[config.mk]
export PLATFORM = sky130hd
export DESIGN_NAME = spi_xact_engine
export DESIGN_NICKNAME = d
export VERILOG_FILES = /design/src/rtl/spi_xact_pkg.sv /design/src/rtl/spi_xact_dpath.sv /design/src/rtl/spi_xact_ctrl.sv /design/src/rtl/spi_xact_engine.sv
export SDC_FILE = /design/constraint.sdc
export NUM_CORES = 1
export LEC_CHECK = 0
export ABC_AREA = 1
export BUFFER_PORTS_ARGS = -buffer_cell sky130_fd_sc_hd__buf_2
export CORE_ASPECT_RATIO = 0.7
export CORE_UTILIZATION = 29
export DETAILED_ROUTE_END_ITERATION = 8
export GPL_TIMING_DRIVEN = 0
export SYNTH_ARGS = -nofsm -noshare
export SYNTH_HDL_FRONTEND = slang
export SYNTH_SLANG_ARGS = --single-unit
[constraint.sdc]
create_clock -name clk -period 2.88 [get_ports clk]
set_clock_uncertainty 0.1 [all_clocks]
set_input_delay 0.144 -clock clk [delete_from_list [all_inputs] [get_ports clk]]
set_output_delay 0.144 -clock clk [all_outputs]
set_load 0.02 [all_outputs]
[src/rtl/spi_xact_pkg.sv]
package spi_xact_pkg;

  typedef enum logic [1:0] {
    ST_IDLE  = 2'd0,
    ST_SHIFT = 2'd1,
    ST_DESEL = 2'd2
  } xactState_e;

  // strobes from control to datapath
  typedef struct packed {
    logic load;       // load next byte into the transmit shifter
    logic run;        // bit engine active
    logic freeze;     // pause bit engine (hold)
    logic deselLoad;  // load deselect counter
    logic deselRun;   // count deselect interval
  } xactStrobes_t;

endpackage

[src/rtl/spi_xact_dpath.sv]
module spi_xact_dpath
  import spi_xact_pkg::*;
#(
  parameter int DIV    = 2,
  parameter int DSEL_W = 8
) (
  input  logic              clk,
  input  logic              rstN,
  input  xactStrobes_t      strb,
  input  logic [7:0]        ldByte,
  input  logic [DSEL_W-1:0] deselVal,
  input  logic              cpolLvl,
  input  logic              miso,
  output logic              sclk,
  output logic              mosi,
  output logic              byteEnd,
  output logic [7:0]        rxByte,
  output logic              deselZero
);

  localparam int DIVC_W = (DIV > 1) ? $clog2(DIV) : 1;

  logic [7:0]        txShift;
  logic [7:0]        rxShift;
  logic [2:0]        bitCnt;
  logic              phaseB;
  logic              tick;
  logic [DSEL_W-1:0] deselCnt;

  // half-period divider; a parameter picks the variant
  generate
    if (DIV == 1) begin : g_noDiv
      assign tick = strb.run && !strb.freeze;
    end else begin : g_div
      localparam logic [DIVC_W-1:0] DIV_LAST = DIVC_W'(DIV - 1);
      logic [DIVC_W-1:0] divCnt;
      always_ff @(posedge clk or negedge rstN) begin
        if (!rstN) begin
          divCnt <= '0;
        end else if (strb.load) begin
          divCnt <= '0;
        end else if (strb.run && !strb.freeze) begin
          if (divCnt == DIV_LAST) divCnt <= '0;
          else                    divCnt <= divCnt + DIVC_W'(1);
        end
      end
      assign tick = strb.run && !strb.freeze && (divCnt == DIV_LAST);
    end
  endgenerate

  assign byteEnd = tick && phaseB && (bitCnt == 3'd7);

  always_ff @(posedge clk or negedge rstN) begin
    if (!rstN) begin
      txShift <= '0;
      rxShift <= '0;
      bitCnt  <= '0;
      phaseB  <= 1'b0;
    end else if (strb.load) begin
      txShift <= ldByte;
      bitCnt  <= '0;
      phaseB  <= 1'b0;
    end else if (tick) begin
      phaseB <= !phaseB;
      if (!phaseB) begin
        rxShift <= {rxShift[6:0], miso};
      end else begin
        bitCnt  <= bitCnt + 3'd1;
        txShift <= {txShift[6:0], 1'b0};
      end
    end
  end

  always_ff @(posedge clk or negedge rstN) begin
    if (!rstN) begin
      deselCnt <= '0;
    end else if (strb.deselLoad) begin
      deselCnt <= deselVal;
    end else if (strb.deselRun && (deselCnt != '0)) begin
      deselCnt <= deselCnt - DSEL_W'(1);
    end
  end

  assign deselZero = (deselCnt == '0);
  assign sclk      = strb.run ? phaseB : cpolLvl;
  assign mosi      = strb.run ? txShift[7] : 1'b0;
  assign rxByte    = rxShift;

endmodule

[src/rtl/spi_xact_ctrl.sv]
module spi_xact_ctrl
  import spi_xact_pkg::*;
#(
  parameter int CMD_BYTES = 5,
  parameter int LEN_W     = 8,
  parameter int DSEL_W    = 8
) (
  input  logic                               clk,
  input  logic                               rstN,
  input  logic                               reqValid,
  input  logic                               mode3,
  input  logic [8*CMD_BYTES-1:0]             cmdBuf,
  input  logic [$clog2(CMD_BYTES+1)-1:0]     cmdLen,
  input  logic [LEN_W-1:0]                   dataLen,
  input  logic                               isRead,
  input  logic [1:0]                         dselClass,
  input  logic [DSEL_W-1:0]                  dselOther,
  input  logic [DSEL_W-1:0]                  dselRead,
  input  logic [DSEL_W-1:0]                  dselProg,
  input  logic [7:0]                         txData,
  input  logic                               holdReq,
  input  logic                               byteEnd,
  input  logic                               deselZero,
  output xactStrobes_t                       strb,
  output logic [7:0]                         ldByte,
  output logic [DSEL_W-1:0]                  deselVal,
  output logic                               cpolLvl,
  output logic                               csN,
  output logic                               busy,
  output logic                               holdN,
  output logic                               txTake,
  output logic                               rxValid
);

  localparam int CLEN_W = $clog2(CMD_BYTES + 1);
  localparam int TOT_W  = LEN_W + 1;

  xactState_e             state;
  logic [8*CMD_BYTES-1:0] cmdReg;
  logic [CLEN_W-1:0]      cmdLenReg;
  logic [TOT_W-1:0]       totReg;
  logic [TOT_W-1:0]       idxReg;
  logic                   readReg;
  logic [1:0]             classReg;
  logic                   modeReg;

  logic             accept;
  logic [TOT_W-1:0] nextIdx;
  logic             lastByte;
  logic             nextIsCmd;
  logic             curDataRd;
  logic [7:0]       cmdByteSel;
  logic             inShift;

  assign inShift   = (state == ST_SHIFT);
  assign accept    = (state == ST_IDLE) && reqValid;
  assign nextIdx   = idxReg + TOT_W'(1);
  assign lastByte  = (nextIdx == totReg);
  assign nextIsCmd = (nextIdx < TOT_W'(cmdLenReg));
  assign curDataRd = readReg && (idxReg >= TOT_W'(cmdLenReg));

  always_comb begin
    cmdByteSel = '0;
    for (int i = 0; i < CMD_BYTES; i++) begin
      if (nextIdx == TOT_W'(i)) cmdByteSel = cmdReg[8*i +: 8];
    end
  end

  always_comb begin
    if (accept)         ldByte = cmdBuf[7:0];
    else if (nextIsCmd) ldByte = cmdByteSel;
    else if (readReg)   ldByte = 8'h00;
    else                ldByte = txData;
  end

  always_comb begin
    case (classReg)
      2'd1:    deselVal = dselRead;
      2'd2:    deselVal = dselProg;
      default: deselVal = dselOther;
    endcase
  end

  always_comb begin
    strb.load      = accept || (inShift && byteEnd && !lastByte);
    strb.run       = inShift;
    strb.freeze    = inShift && holdReq;
    strb.deselLoad = inShift && byteEnd && lastByte;
    strb.deselRun  = (state == ST_DESEL);
  end

  assign cpolLvl = (state == ST_IDLE) ? mode3 : modeReg;
  assign busy    = (state != ST_IDLE);
  assign holdN   = !(inShift && holdReq);

  always_ff @(posedge clk or negedge rstN) begin
    if (!rstN) begin
      state     <= ST_IDLE;
      cmdReg    <= '0;
      cmdLenReg <= '0;
      totReg    <= '0;
      idxReg    <= '0;
      readReg   <= 1'b0;
      classReg  <= '0;
      modeReg   <= 1'b0;
      csN       <= 1'b1;
      txTake    <= 1'b0;
      rxValid   <= 1'b0;
    end else begin
      txTake  <= inShift && byteEnd && !lastByte && !nextIsCmd && !readReg;
      rxValid <= inShift && byteEnd && curDataRd;
      case (state)
        ST_IDLE: begin
          if (reqValid) begin
            state     <= ST_SHIFT;
            cmdReg    <= cmdBuf;
            cmdLenReg <= cmdLen;
            totReg    <= TOT_W'(cmdLen) + TOT_W'(dataLen);
            idxReg    <= '0;
            readReg   <= isRead;
            classReg  <= dselClass;
            modeReg   <= mode3;
            csN       <= 1'b0;
          end
        end
        ST_SHIFT: begin
          if (byteEnd) begin
            if (lastByte) begin
              state <= ST_DESEL;
              csN   <= 1'b1;
            end else begin
              idxReg <= nextIdx;
            end
          end
        end
        ST_DESEL: begin
          if (deselZero) state <= ST_IDLE;
        end
        default: state <= ST_IDLE;
      endcase
    end
  end

endmodule

[src/rtl/spi_xact_engine.sv]
module spi_xact_engine
  import spi_xact_pkg::*;
#(
  parameter int CMD_BYTES = 5,
  parameter int LEN_W     = 8,
  parameter int DIV       = 2,
  parameter int DSEL_W    = 8
) (
  input  logic                           clk,
  input  logic                           rstN,
  input  logic                           reqValid,
  output logic                           busy,
  input  logic                           mode3,
  input  logic [8*CMD_BYTES-1:0]         cmdBuf,
  input  logic [$clog2(CMD_BYTES+1)-1:0] cmdLen,
  input  logic [LEN_W-1:0]               dataLen,
  input  logic                           isRead,
  input  logic [1:0]                     dselClass,
  input  logic [DSEL_W-1:0]              dselOther,
  input  logic [DSEL_W-1:0]              dselRead,
  input  logic [DSEL_W-1:0]              dselProg,
  input  logic [7:0]                     txData,
  output logic                           txTake,
  output logic [7:0]                     rxData,
  output logic                           rxValid,
  input  logic                           holdReq,
  output logic                           csN,
  output logic                           sclk,
  output logic                           mosi,
  input  logic                           miso,
  output logic                           holdN
);

  xactStrobes_t      strb;
  logic [7:0]        ldByte;
  logic [DSEL_W-1:0] deselVal;
  logic              cpolLvl;
  logic              byteEnd;
  logic              deselZero;

  spi_xact_ctrl #(
    .CMD_BYTES(CMD_BYTES), .LEN_W(LEN_W), .DSEL_W(DSEL_W)
  ) u_ctrl (
    .clk(clk), .rstN(rstN), .reqValid(reqValid), .mode3(mode3),
    .cmdBuf(cmdBuf), .cmdLen(cmdLen), .dataLen(dataLen), .isRead(isRead),
    .dselClass(dselClass), .dselOther(dselOther), .dselRead(dselRead),
    .dselProg(dselProg), .txData(txData), .holdReq(holdReq),
    .byteEnd(byteEnd), .deselZero(deselZero), .strb(strb), .ldByte(ldByte),
    .deselVal(deselVal), .cpolLvl(cpolLvl), .csN(csN), .busy(busy),
    .holdN(holdN), .txTake(txTake), .rxValid(rxValid)
  );

  spi_xact_dpath #(
    .DIV(DIV), .DSEL_W(DSEL_W)
  ) u_dpath (
    .clk(clk), .rstN(rstN), .strb(strb), .ldByte(ldByte),
    .deselVal(deselVal), .cpolLvl(cpolLvl), .miso(miso), .sclk(sclk),
    .mosi(mosi), .byteEnd(byteEnd), .rxByte(rxData), .deselZero(deselZero)
  );

endmodule

# Word-level counts from Yosys, hierarchy flattened
# Cells that the tools add are included.
# classes
magnitude_cmp	2
n_reduce_logical	36
n_addsub	5
eq_ne	15
bitwise	2
mux	38
# ops
cell	n
$mux W8	13
$mux W9	3
$eq A9 B2 Y1 const B	2
$pmux W9 S2	1
$pmux W8 S2	1
$logic_and A1 B1 Y1	14
$reduce_and A4 Y1	3
$reduce_bool A2 Y1	6
$mux W1	11
$add A3 B8 Y9	1
$add A9 B1 Y9 const B	1
$eq A9 B1 Y1 const B	1
$eq A9 B3 Y1 const B	1
$eq A9 B9 Y1	1
$ge A9 B3 Y1	1
$logic_not A9 Y1	1
$lt A9 B3 Y1	1
$mux W3	3
$logic_not A8 Y1	1
$mux W2	4
$reduce_bool A8 Y1	1
$sub A8 B1 Y8 const B	1
$ne A2 B2 Y1 const B	3
$pmux W2 S3	1
other kinds (13)	22
# totals
elab_cells	115
register_bits	99
input_bits	92

# Longest topological paths before layout
# depth
depth_word	12
mapped_depth	20
mapped_depth_nobuf	19

# Hierarchy
# A second synthesis with hierarchy kept.
# hier_totals
cells_unflattened	838
hier_area_um2	6038.3
# by_module_without_submodules
module	area_per_inst_um2	cells_per_inst	instances	seq_area_each_um2
spi_xact_ctrl	4409.2	646	1	1752.9
spi_xact_dpath	1629.1	192	1	725.7

# Least setup slack after synthesis
# Ideal clock, no wire load.
# synth_path
path_type	register -> register
start	register u_ctrl.idxReg[0]
end	register u_dpath.rxShift[6] (netlist: u_dpath.rxByte[6])
stages_incl_launch_ff	18
n_path_buf	1
slack_ns	0.495
arrival_ns	2.168
period_less_slack_ns	2.385
path_cell_list	dfrtp_1 -> inv_2 -> ha_1 -> inv_1 -> or2_2 -> nand3_1 -> nor2_1 -> o21a_1 -> nand2_1 -> nor2_1 -> nand2_1 -> nand2_2 -> nand2_4 -> inv_4 -> nand3_4 -> buf_6 -> nand2_2 -> o21ai_2
# synth_via
elab_chain_cells	7
# synth_rtl
item	line_no	source
from (decl)	spi_xact_ctrl.sv:42	logic [TOT_W-1:0] idxReg;
from (signal assigned)	spi_xact_ctrl.sv:132	idxReg <= nextIdx;
$add A9 B1 Y9	spi_xact_ctrl.sv:57	assign nextIdx = idxReg + TOT_W'(1);
$eq A9 B9 Y1	spi_xact_ctrl.sv:58	assign lastByte = (nextIdx == totReg);
$logic_not A1 Y1	spi_xact_ctrl.sv:85	strb.load = accept || (inShift && byteEnd && !lastByte);
$logic_and A1 B1 Y1	spi_xact_ctrl.sv:85	
$logic_or A1 B1 Y1	spi_xact_ctrl.sv:85	
$not A1 Y1 (no source line)	n/a	
$reduce_and A3 Y1 (no source line)	n/a	
to (signal assigned)	spi_xact_dpath.sv:66	rxShift <= {rxShift[6:0], miso};
to (decl)	spi_xact_dpath.sv:24	logic [7:0] rxShift;
# Every way passes these cells.
# A chain may end at the register's enable or synchronous reset.

# Worst setup path in the final report
# layout_path
start	register u_ctrl.idxReg[1]
end	register u_dpath.txShift[6]
# layout_via
elab_chain_cells	10
# layout_rtl
item	line_no	source
$add A9 B1 Y9 *	spi_xact_ctrl.sv:57	
$logic_not A9 Y1	spi_xact_ctrl.sv:65	if (nextIdx == TOT_W'(i)) cmdByteSel = cmdReg[8*i +: 8];
$mux W8 (5 in a row)	spi_xact_ctrl.sv:65	
$mux W8	spi_xact_ctrl.sv:71	else if (nextIsCmd) ldByte = cmdByteSel;
$mux W8	spi_xact_ctrl.sv:70	if (accept) ldByte = cmdBuf[7:0];
$mux W8	spi_xact_dpath.sv:59	end else if (strb.load) begin
to (signal assigned)	spi_xact_dpath.sv:60	txShift <= ldByte;
to (signal assigned)	spi_xact_dpath.sv:69	txShift <= {txShift[6:0], 1'b0};
to (decl)	spi_xact_dpath.sv:23	logic [7:0] txShift;
# Every way passes the cells marked *; elsewhere a longest branch is shown, timed or not.

==> out/metrics.cfg <==
[status]
run_status = completed

[timing]
hold_viol = 0
setup_ws_ps = 132
finalSetupViolations = 0
period_needed_ps = 2750
max_freq_ghz = 0.364
worst_pin_slew_ps = 579
maxSlewViolCount = 0
hold_ws_ps = 11.2
final.period_utilization_pct = 95.4
slew_headroom_pct = 61.4

[critical_path]
crit_path_max_fanout = 10
critPathKind = reg -> reg
required_ps = 3030
crit_arrival_ps = 2900
startpoint_type = flop
endpoint_kind = flop

[synthesis]
yosys-top-cells-count = nand2_1, inv_1, dfrtp_1, o21ai_0, nor2_1
yosys-top-cells-area = dfrtp_1, nand2_1, inv_1, o21ai_0, ha_1
syn-cell-area_mm2 = 0.00589
synth_cell_types = 47
yosysTopAreaCellShare_pct = 41.6
synth-seq-area-share_pct = 42.1
yosys_register_bits = 99
ys_async_sr_fraction_pct = 100
synth_edf_count = 0
syn_area_per_cell_um2 = 7.35
synthCells = 801
yosysMostFrequentCell = nand2_1
synth.largest_area_cell = dfrtp_1
yosys_most_used_dff = dfrtp_1
ys_warn_count = 0
syn_nets = 914

[cells_and_area]
drive_gt1_share_pct = 18.2
finalNetCount = 1086
n_antenna_cell = 0
area_growth_pct = 30.7

[clock_tree]
clock-sinks = 99
clock_path_buffers = 2
clkTransAtPathRegs_ps = 70
htree_levels = 3
clk_latency_ps = 350
cts_buffers = 9
clock-root-buffer = clkbuf_16
cts_tree = yes

[power]
ir_drop_uv = 344
power.total_w = 0.00644
leakage_nw = 4.03
power_density_mw_per_mm2 = 837

[detailed_routing]
ant_nets = 0
vias = 5625
drt-wirelength-per-cell_um = 13.6
drtIter0Drc = 378
drt-total-wl_um = 17000
drcViolationCount = 0
viasPerCell = 4.51
drt-pass1-iter-count = 5

[global_route]
grt_pass1_wl_um = 27700
antenna_found_initial = 0
grt_max_degree = 70
grtUsageTotal_pct = 17.4
grt_pass1_vias = 5420
overflow = 0

[floorplan]
io_pins = 107
std_cell_rows = 43
die_x_um = 172
fp.dieArea_mm2 = 0.0209
die_h_um = 121
initial_core_util_pct = 29.7
fp.coreArea_mm2 = 0.0199

[place]
hpwlAfterDp_um = 12700
pre_cts_ws_ps = 3.48
portBuffers = 106
place_congestion = 0.889

[min_path]
holdCritPathClass = in -> reg

[flow_run]
max_cap_viol_count = 0

[power by group]
part | internal, W | switching, W
clock | 0.000848 | 0.000559
combinational | 0.00108 | 0.00185
sequential | 0.00182 | 0.000291
[cells in the final DEF, fill, tap and decap left out, types with 3 or more instances in the layout]
master         instances
bufinv_16              3
o21ai_2                8
xor2_1                 9
buf_4                  5
nand3_2                4
buf_6                  3
nor2_1                46
or2_2                  3
o221ai_1               3
nand4_1               25
a22o_1                 8
clkbuf_1              16
nor2_2                 5
buf_2                107
xnor2_1                3
dlygate4sd3_1         52
ha_1                  19
nand3_1               35
inv_2                  6
inv_1                107
nand2_2                8
mux2i_1                4
nand2_1              274
dfrtp_1               96
a21oi_1                8
nor3_1                 9
o21ai_0               57
o21ai_1               10
clkbuf_16              9
[final timing paths]
check                            startpoint                   to  slack [ps]  cells after the start
setup / recovery           u_ctrl.idxReg[1]   u_dpath.txShift[6]         130                     20
hold / removal                   dataLen[6]     u_ctrl.totReg[6]          10                      3
setup reg to reg           u_ctrl.idxReg[1]   u_dpath.txShift[6]         130                     20
hold reg to reg                  u_ctrl.csN           u_ctrl.csN         370                      2
max in group asynchronous              rstN           u_ctrl.csN        1780                      3
min in group asynchronous              rstN  u_dpath.deselCnt[1]         180                      2
[what timing repair did]
| item | 4_1_cts | 5_1_grt |
|---|---|---|
| cloned | 0 | 0 |
| hold endpoints to repair | 80 | 0 |
| setup buffers | 0 | 2 |
| hold buffers | 52 | 0 |
| gates resized for setup | 1 | 8 |
| pin swaps | 0 | 1 |
| setup endpoints to repair | 1 | 30 |
[cell type report]
cell class | count | area (µm²)
clock inverters | 6 | 114
inverters | 115 | 434
well taps | 270 | 338
plain buffers | 27 | 139
repair buffers | 161 | 1110
multi-input cells | 560 | 2860
clock buffers | 9 | 225
fillers | 2089 | 12200
flip-flops and latches | 99 | 2480
[sequential cells by signal (all words and copies together), names as in the netlist, 2 cells and up]
signal	count
u_ctrl.classReg	2
u_ctrl.idxReg	9
u_ctrl.cmdReg	40
u_dpath.deselCnt	8
u_dpath.txShift	8
u_ctrl.state	2
u_dpath.bitCnt	3
u_ctrl.totReg	9
u_ctrl.cmdLenReg	3
u_dpath.rxByte	8
[cell families (layout without fill, tap and decap cells)]
logic type	count (synthesis)	in the layout	share of synthesized area, %
xor+xnor	12	12	1.78
buf+inv	142	318	9.73
mux	4	4	0.680
simple gates	421	421	30.9
flops	99	99	42.1
compound gates	102	102	10.2
fa+ha+maj	21	21	4.59
[critical path, stage by stage, from the launching register on]
cell	delay (ps)
dfrtp_2	450
ha_2	250
nand2_1	140
nor2_1	150
nand3_1	100
nand2_1	130
nand2_1	100
nor2_4	140
buf_12	150
buf_4	160
nand4_1	100
nand2_1	80
inv_1	40
nand2_1	50
nand2_1	80
nand2_1	90
nand2_1	60
nand2_1	60
nand2_1	90
nand2_1	70
nand2_1	40
[per-layer routing]
layer	global-route usage [%]	part of all wire (%)	routed length [µm]
met5	0	0	0
met4	3.93	1.1	181
met3	3.56	4.3	727
met2	26.6	43	7230
met1	25.0	52	8840
[through the flow]
| step | utilization (%) | std cells | area, µm² | TNS (ps) |
|---|---|---|---|---|
| 2_1_floorplan | - | 801 | 5890 | 0 |
| 3_3_place_gp | 34.0 | 1177 | 6760 | 0 |
| 3_5_place_dp | 34.2 | 1178 | 6790 | 0 |
| 4_1_cts | 38.5 | 1245 | 7650 | 0 |
| 5_1_grt | 38.8 | 1247 | 7700 | -151 |
| 6_report | 38.8 | 1247 | 7700 | 0 |
Power figures use the tool's default switching activity.
